<file path="config.mk">
export PLATFORM = sky130hd
export DESIGN_NAME = huff_decoder
export DESIGN_NICKNAME = d
export VERILOG_FILES = /design/src/rtl/huff_pkg.sv /design/src/rtl/huff_tbl_store.sv /design/src/rtl/huff_code_cmp.sv /design/src/rtl/huff_len_search.sv /design/src/rtl/huff_decoder.sv
export SDC_FILE = /design/constraint.sdc
export NUM_CORES = 2
export LEC_CHECK = 0
export BUFFER_PORTS_ARGS = -buffer_cell sky130_fd_sc_hd__buf_2
export CAP_MARGIN = 20
export CELL_PAD_IN_SITES_DETAIL_PLACEMENT = 0
export CELL_PAD_IN_SITES_GLOBAL_PLACEMENT = 1
export CORE_ASPECT_RATIO = 0.8
export CORE_MARGIN = 2
export CORE_UTILIZATION = 51
export CTS_BUF_LIST = sky130_fd_sc_hd__clkbuf_8
export DETAILED_ROUTE_END_ITERATION = 16
export PLACE_DENSITY = 0.78
export SLEW_MARGIN = 5
export SYNTH_ARGS = -nofsm -noshare
export SYNTH_HDL_FRONTEND = slang
export SYNTH_SLANG_ARGS = --single-unit
</file>
<file path="constraint.sdc">
create_clock -name clk -period 4.8 [get_ports clk]
set_input_delay 0.96 -clock clk [delete_from_list [all_inputs] [get_ports clk]]
set_output_delay 0.96 -clock clk [all_outputs]
set_load 0.005 [all_outputs]
</file>
<file path="src/rtl/huff_pkg.sv">
package huff_pkg;
  typedef enum logic [1:0] {
    TSEL_MAXC  = 2'd0,
    TSEL_DELTA = 2'd1,
    TSEL_SYM   = 2'd2,
    TSEL_NONE  = 2'd3
  } tsel_e;

  typedef enum logic {
    ST_IDLE = 1'b0,
    ST_RUN  = 1'b1
  } dec_state_e;
endpackage

</file>
<file path="src/rtl/huff_tbl_store.sv">
module huff_tbl_store
  import huff_pkg::*;
#(
  parameter int MAX_LEN = 16,
  parameter int SYM_W   = 8,
  parameter int NSYM    = 256,
  localparam int LSEL_W = $clog2(MAX_LEN),
  localparam int IDX_W  = $clog2(NSYM),
  localparam int MC_W   = MAX_LEN + 1,
  localparam int AW     = (IDX_W > LSEL_W) ? IDX_W : LSEL_W
) (
  input  logic                     clk,
  input  logic                     rst_n,
  input  logic                     busy_i,
  input  logic                     wr_en_i,
  input  logic [1:0]               wr_sel_i,
  input  logic [AW-1:0]            wr_addr_i,
  input  logic [MC_W-1:0]          wr_data_i,
  input  logic [LSEL_W-1:0]        rd_lsel_i,
  output logic signed [MC_W-1:0]   rd_maxc_o,
  output logic [IDX_W-1:0]         rd_delta_o,
  input  logic [IDX_W-1:0]         rd_idx_i,
  output logic [SYM_W-1:0]         rd_sym_o
);
  logic                    wr_ok;
  logic [MC_W-1:0]         maxc_q  [MAX_LEN];
  logic [IDX_W-1:0]        delta_q [MAX_LEN];
  logic [SYM_W-1:0]        sym_q   [NSYM];
  logic [MAX_LEN*MC_W-1:0] maxc_flat;
  logic [MAX_LEN*IDX_W-1:0] delta_flat;

  assign wr_ok = wr_en_i && !busy_i;

  for (genvar g = 0; g < MAX_LEN; g++) begin : g_len
    always_ff @(posedge clk or negedge rst_n) begin
      if (!rst_n) begin
        maxc_q[g]  <= '1;
        delta_q[g] <= '0;
      end else if (wr_ok && wr_addr_i[LSEL_W-1:0] == LSEL_W'(g)) begin
        if (tsel_e'(wr_sel_i) == TSEL_MAXC)  maxc_q[g]  <= wr_data_i;
        if (tsel_e'(wr_sel_i) == TSEL_DELTA) delta_q[g] <= wr_data_i[IDX_W-1:0];
      end
    end
    assign maxc_flat[g*MC_W +: MC_W]    = maxc_q[g];
    assign delta_flat[g*IDX_W +: IDX_W] = delta_q[g];
  end

  always_ff @(posedge clk or negedge rst_n) begin
    if (!rst_n) begin
      for (int i = 0; i < NSYM; i++) sym_q[i] <= '0;
    end else if (wr_ok && tsel_e'(wr_sel_i) == TSEL_SYM) begin
      sym_q[wr_addr_i[IDX_W-1:0]] <= wr_data_i[SYM_W-1:0];
    end
  end

  assign rd_maxc_o  = signed'(maxc_q[rd_lsel_i]);
  assign rd_delta_o = delta_q[rd_lsel_i];
  assign rd_sym_o   = sym_q[rd_idx_i];


  tbl_len_freeze_chk: assert property (@(posedge clk) disable iff (!rst_n)
    busy_i |=> $stable(maxc_flat) && $stable(delta_flat));


  tbl_sym_freeze_chk: assert property (@(posedge clk) disable iff (!rst_n)
    (busy_i && wr_en_i) |=>
      sym_q[$past(wr_addr_i[IDX_W-1:0])] == $past(sym_q[wr_addr_i[IDX_W-1:0]]));
endmodule

</file>
<file path="src/rtl/huff_code_cmp.sv">
module huff_code_cmp #(
  parameter int MAX_LEN = 16,
  parameter int NSYM    = 256,
  localparam int IDX_W  = $clog2(NSYM),
  localparam int MC_W   = MAX_LEN + 1
) (
  input  logic [MAX_LEN-1:0]       code_i,
  input  logic signed [MC_W-1:0]   maxc_i,
  input  logic [IDX_W-1:0]         delta_i,
  output logic                     hit_o,
  output logic [IDX_W-1:0]         idx_o
);
  logic signed [MC_W-1:0] code_s;

  always_comb begin
    code_s = signed'({1'b0, code_i});
    hit_o  = (code_s <= maxc_i);
    idx_o  = code_i[IDX_W-1:0] + delta_i;
  end
endmodule

</file>
<file path="src/rtl/huff_len_search.sv">
module huff_len_search
  import huff_pkg::*;
#(
  parameter int MAX_LEN = 16,
  parameter int SYM_W   = 8,
  localparam int LSEL_W = $clog2(MAX_LEN),
  localparam int LEN_W  = $clog2(MAX_LEN + 1)
) (
  input  logic               clk,
  input  logic               rst_n,
  input  logic               start_i,
  input  logic               bit_valid_i,
  input  logic               bit_data_i,
  output logic               bit_ready_o,
  output logic               busy_o,
  output logic [MAX_LEN-1:0] code_nx_o,
  output logic [LSEL_W-1:0]  lsel_o,
  input  logic               hit_i,
  input  logic [SYM_W-1:0]   sym_i,
  output logic               sym_valid_o,
  output logic [SYM_W-1:0]   sym_data_o,
  output logic [LEN_W-1:0]   sym_len_o,
  output logic               err_o
);
  dec_state_e               st_q;
  logic [LSEL_W-1:0]        lsel_q;
  logic [MAX_LEN-2:0]       code_q;
  logic                     take;

  assign busy_o      = (st_q == ST_RUN);
  assign bit_ready_o = busy_o;
  assign take        = busy_o && bit_valid_i;
  assign code_nx_o   = {code_q, bit_data_i};
  assign lsel_o      = lsel_q;

  always_ff @(posedge clk or negedge rst_n) begin
    if (!rst_n) begin
      st_q        <= ST_IDLE;
      lsel_q      <= '0;
      code_q      <= '0;
      sym_valid_o <= 1'b0;
      sym_data_o  <= '0;
      sym_len_o   <= '0;
      err_o       <= 1'b0;
    end else begin
      sym_valid_o <= 1'b0;
      err_o       <= 1'b0;
      case (st_q)
        ST_IDLE: begin
          if (start_i) begin
            st_q   <= ST_RUN;
            lsel_q <= '0;
            code_q <= '0;
          end
        end
        ST_RUN: begin
          if (take) begin
            if (hit_i) begin
              sym_valid_o <= 1'b1;
              sym_data_o  <= sym_i;
              sym_len_o   <= LEN_W'(lsel_q) + LEN_W'(1);
              st_q        <= ST_IDLE;
            end else if (lsel_q == LSEL_W'(MAX_LEN - 1)) begin
              err_o <= 1'b1;
              st_q  <= ST_IDLE;
            end else begin
              lsel_q <= lsel_q + LSEL_W'(1);
              code_q <= code_nx_o[MAX_LEN-2:0];
            end
          end
        end
        default: st_q <= ST_IDLE;
      endcase
    end
  end


  start_accept_chk: assert property (@(posedge clk) disable iff (!rst_n)
    (start_i && !busy_o) |=> busy_o && bit_ready_o);


  stall_hold_chk: assert property (@(posedge clk) disable iff (!rst_n)
    (busy_o && !bit_valid_i) |=> busy_o && $stable(lsel_q) && $stable(code_q) && !sym_valid_o && !err_o);


  len_step_chk: assert property (@(posedge clk) disable iff (!rst_n)
    (take && !hit_i && lsel_q != LSEL_W'(MAX_LEN - 1)) |=> busy_o && lsel_q == $past(lsel_q) + LSEL_W'(1));


  done_pulse_chk: assert property (@(posedge clk) disable iff (!rst_n)
    sym_valid_o |=> !sym_valid_o);


  err_idle_chk: assert property (@(posedge clk) disable iff (!rst_n)
    err_o |-> !busy_o && !sym_valid_o);


  start_busy_chk: assert property (@(posedge clk) disable iff (!rst_n)
    (busy_o && start_i && !bit_valid_i) |=> busy_o && $stable(lsel_q));
endmodule

</file>
<file path="src/rtl/huff_decoder.sv">
module huff_decoder #(
  parameter int MAX_LEN = 16,
  parameter int SYM_W   = 8,
  parameter int NSYM    = 256,
  localparam int LSEL_W = $clog2(MAX_LEN),
  localparam int LEN_W  = $clog2(MAX_LEN + 1),
  localparam int IDX_W  = $clog2(NSYM),
  localparam int MC_W   = MAX_LEN + 1,
  localparam int AW     = (IDX_W > LSEL_W) ? IDX_W : LSEL_W
) (
  input  logic              clk,
  input  logic              rst_n,
  input  logic              start,
  output logic              busy,
  input  logic              bit_valid,
  output logic              bit_ready,
  input  logic              bit_data,
  output logic              sym_valid,
  output logic [SYM_W-1:0]  sym_data,
  output logic [LEN_W-1:0]  sym_len,
  output logic              err,
  input  logic              tbl_we,
  input  logic [1:0]        tbl_sel,
  input  logic [AW-1:0]     tbl_addr,
  input  logic [MC_W-1:0]   tbl_wdata
);
  logic [MAX_LEN-1:0]      code_nx;
  logic [LSEL_W-1:0]       lsel;
  logic signed [MC_W-1:0]  maxc;
  logic [IDX_W-1:0]        delta;
  logic [IDX_W-1:0]        idx;
  logic [SYM_W-1:0]        sym_rd;
  logic                    hit;

  huff_tbl_store #(.MAX_LEN(MAX_LEN), .SYM_W(SYM_W), .NSYM(NSYM)) u_store (
    .clk        (clk),
    .rst_n      (rst_n),
    .busy_i     (busy),
    .wr_en_i    (tbl_we),
    .wr_sel_i   (tbl_sel),
    .wr_addr_i  (tbl_addr),
    .wr_data_i  (tbl_wdata),
    .rd_lsel_i  (lsel),
    .rd_maxc_o  (maxc),
    .rd_delta_o (delta),
    .rd_idx_i   (idx),
    .rd_sym_o   (sym_rd)
  );

  huff_code_cmp #(.MAX_LEN(MAX_LEN), .NSYM(NSYM)) u_cmp (
    .code_i  (code_nx),
    .maxc_i  (maxc),
    .delta_i (delta),
    .hit_o   (hit),
    .idx_o   (idx)
  );

  huff_len_search #(.MAX_LEN(MAX_LEN), .SYM_W(SYM_W)) u_search (
    .clk         (clk),
    .rst_n       (rst_n),
    .start_i     (start),
    .bit_valid_i (bit_valid),
    .bit_data_i  (bit_data),
    .bit_ready_o (bit_ready),
    .busy_o      (busy),
    .code_nx_o   (code_nx),
    .lsel_o      (lsel),
    .hit_i       (hit),
    .sym_i       (sym_rd),
    .sym_valid_o (sym_valid),
    .sym_data_o  (sym_data),
    .sym_len_o   (sym_len),
    .err_o       (err)
  );


  idle_quiet_chk: assert property (@(posedge clk) disable iff (!rst_n)
    !busy |-> !bit_ready);


  out_excl_chk: assert property (@(posedge clk) disable iff (!rst_n)
    sym_valid |-> !err && !busy);
endmodule

</file>
==> impl_metrics.yaml <==
worst_setup_path:
  cp_slowest_cell: "fa_4"
  crit_path_start_kind: "flip-flop"
  path_buf_inv: 6
  crit_type: "flip-flop to flip-flop"
  r2r_end: "u_search.sym_data_o[3]"
  path_delay_family: "multiplexers"
  cp.required_ns: 5.68
  rr_startpoint: "u_search.lsel_o[0]"
  r2r_slack_ns: -0.02
  worst_ep_arrival_time_ns: 5.71
  max_stage_delay_ns: 0.86
  cp_max_fo: 8
  ff2ff_path_depth: 16
  cpMostUsedCell: "buf_4"
  crit_chain: "buf_4, mux4_2, a22oi_2, nand2_2, ha_4, fa_4, buf_12, buf_4, buf_12, buf_4, buf_4, mux4_2, mux4_2, o2111ai_4, a41o_4, a31oi_1"
  cp-end-kind: "flip-flop"
sta:
  tns_ns: -0.0265
  clock.fmax_mhz: 207
  finalCritPeriodShare_pct: 100
  setup_viol: 2
  post-route-min-period_ns: 4.82
  finalHoldViolCount: 0
  whs_ns: 0.260
  finClkSkew_ns: 0.0631
  setup_ws_ns: -0.0238
  slew_headroom_pct: 19.8
  report.final.slew_viol_count: 0
  tightest_slew_ns: 1.20
  grt_setup_unrepaired: "yes"
worst_hold_path:
  holdPathEnd: "u_search.code_q[14]"
  hold_path_class: "primary input to flip-flop"
  min-delay-start: "start"
  holdPathStages: 2
status:
  violations: "negative setup slack"
  outcome: "complete, but fails checks"
job:
  max_cap_viol_count: 0
yosys:
  syn_area_mm2: 0.114
  async_reset_ff_share_pct: 100
  yosysWarnings: 0
  ys_ff_latch: 2483
  ys.flop_type: "dfrtp_1"
  syn_nets: 7599
  synth-edff-count: 0
  ys_types: 70
  postSynthAreaPerCell_um2: 15.2
  synthCells: 7541
  seq_area_frac_synth_pct: 54.7
grt:
  grt_antenna_before_repair: 16
  gr-usage-met2_pct: 41.1
  grt_pass1_vias: 72535
  gr-max-usage-layer: "met1"
  grt_pass1_wl_mm: 479
  grt_use_total_pct: 27.9
  grt_use_met1_pct: 41.6
  grt-ovfl-total: 0
  grt_max_degree: 188
  grtUsageMet3_pct: 5.77
layout:
  final_cell_mix: "mux2_2 (2467), dfrtp_1 (2208), mux4_2 (587), nand2_1 (533), clkbuf_8 (475)"
  final_util_pct: 58.3
  mostFrequentLayoutCell: "mux2_2"
  fillerInstances: 17235
  drive_gt1_share_pct: 55.9
  nets: 7999
  area_growth_pct: 13.7
power:
  p_leak_nw: 62.0
  switching_share_pct: 35.6
  pwr-share-clk_pct: 27.3
  combPwrFrac_pct: 38.4
  seqPwrFrac_pct: 34.3
  power_density_mw_per_mm2: 502
  p_int_mw: 42.1
  vdd_drop_max_uv: 526
  switchingPower_mw: 23.2
cts:
  htreeDepth: 5
  insertion_delay_ns: 1.01
  cts-buffers-inserted: 394
  path_clk_slew_ns: 0.06
  cts_tree: "done"
  cts_root_buf: "clkbuf_8"
  clk_path_buf_depth: 4
  cts.sinks: 2483
routing:
  vias: 69948
  avgViaCountPerCell: 6.23
  drt_wl_total_mm: 317
  detail_route.wl_per_cell_um: 28.2
  drt_iter0_markers: 6168
  route.detailed.drc: 0
  dr.pass1.iters: 8
  drtAntennaViolNets: 0
floorplanning:
  std_cell_rows: 155
  core_mm2: 0.223
  dieHeight_um: 427
  pin_count: 50
  die_area_mm2: 0.228
  start_util_pct: 51.3
  die_width_um: 533
place:
  portBuffers: 49
  gp_congestion: 0.919
  dp_hpwl_mm: 200
==> routing by layer <==
metal | part of all wire (%) | wire length, um | vias to the layer above
li1 | - | - | 28940
met1 | 45 | 143000 | 38048
met2 | 44 | 141000 | 2374
met3 | 7.5 | 23600 | 580
met4 | 3.1 | 9720 | 6
met5 | 0.011 | 34 | -
==> state kept, by name, indices dropped and copies added (netlist names) <==
name and count:
u_search.sym_valid_o 1, u_store.delta_flat 128, u_store.maxc_flat 272, u_store.sym_q 2048, u_search.code_q 15, u_search.sym_data_o 8
u_search.lsel_o 4, u_search.sym_len_o 5, u_search.bit_ready_o 1, u_search.err_o 1
==> cell usage after synthesis, types with 22 or more instances <==
cell type	count	area (um2)
mux2i_1	126	1260
a31oi_1	65	407
ha_1	24	300
dfstp_2	272	7150
nor3_1	22	110
clkbuf_1	395	1480
o21ai_0	37	185
mux4_2	587	13200
buf_1	29	109
mux2_2	2468	27800
a221oi_1	62	543
nand2_1	541	2030
dfrtp_1	2211	55300
buf_2	107	536
and3_1	47	294
nand3_1	44	220
buf_4	37	278
nor2_1	140	526
nand4_1	22	138
a21oi_1	37	185
==> kinds of logic after synthesis <==
group                    count (synthesis)  synth area share [%]
XOR/XNOR                                 7                0.0602
AO/OA/AOI/OAI                          352                  2.31
multiplexers                          3184                  37.0
buffers and inverters                  583                  2.22
adder cells (fa/ha/maj)                 25                 0.280
flip-flops                            2483                  54.7
AND/OR/NAND/NOR                        907                  3.46
==> what timing repair did <==
item | in CTS | in global routing
setup endpoints to repair | 8 | 28
hold endpoints to repair | 36 | 0
pin swaps | 20 | 15
cloned | 6 | 3
buffers inserted | 28 | 11
resized for setup | 105 | 73
hold buffers | 1 | 0
==> metrics by stage <==
stage | total power [mW] | instances | cell area, um2 | setup WS, ns
2_1_floorplan | 34.4 | 7541 | 114000 | 0.00478
3_3_place_gp | 44.8 | 10482 | 121000 | -0.519
3_5_place_dp | 44.9 | 10483 | 121000 | -0.470
4_1_cts | 64.5 | 11202 | 129000 | -0.0125
5_1_grt | 67.7 | 11218 | 130000 | -0.108
6_report | 65.3 | 11220 | 130000 | -0.0238
==> area by class of cell <==
type / instances / area [um2] / area share, %
Sequential cell: 2483 / 62500 / 48.1
Clock buffer: 475 / 6540 / 5.03
Timing Repair Buffer: 581 / 5910 / 4.55
Multi-Input combinational cell: 4476 / 50100 / 38.6
Antenna cell: 6 / 15.0 / 0.0116
Clock inverter: 211 / 1120 / 0.864
Inverter: 5 / 18.8 / 0.0144
Tap cell: 2983 / 3730 / 2.87
==> worst register-to-register path, stage by stage (launching register included) <==
cell	delay [ns]
dfrtp_4	0.52
buf_4	0.15
mux4_2	0.43
a22oi_2	0.18
nand2_2	0.10
ha_4	0.17
fa_4	0.86
buf_12	0.18
buf_4	0.15
buf_12	0.14
buf_4	0.18
buf_4	0.16
mux4_2	0.31
mux4_2	0.54
o2111ai_4	0.29
a41o_4	0.30
a31oi_1	0.05
==> power groups by stage <==
stage	clock (mW)	sequential [mW]	combinational (mW)
finish	17.8	22.4	25.1
global route	19.1	22.5	26.1
CTS	18.1	22.4	24.0
detailed placement	0	22.7	22.2
global placement	0	22.7	22.1
floorplan	0	22.5	11.9
==> worst max-delay path by stage <==
stage	startpoint	end	slack, ns	cells after the start
after floorplan	u_search.lsel_o[0]	u_search.sym_data_o[0]	0.005	19
after global placement	u_search.lsel_o[0]	u_search.sym_data_o[6]	-0.52	20
after detailed placement	u_search.lsel_o[0]	u_search.sym_data_o[6]	-0.47	20
after CTS	u_search.lsel_o[0]	u_search.sym_data_o[4]	-0.01	15
after global routing	u_search.lsel_o[0]	u_search.sym_data_o[3]	-0.11	16
final	u_search.lsel_o[0]	u_search.sym_data_o[3]	-0.02	16
No activity file was read; power rests on OpenSTA's default activity.
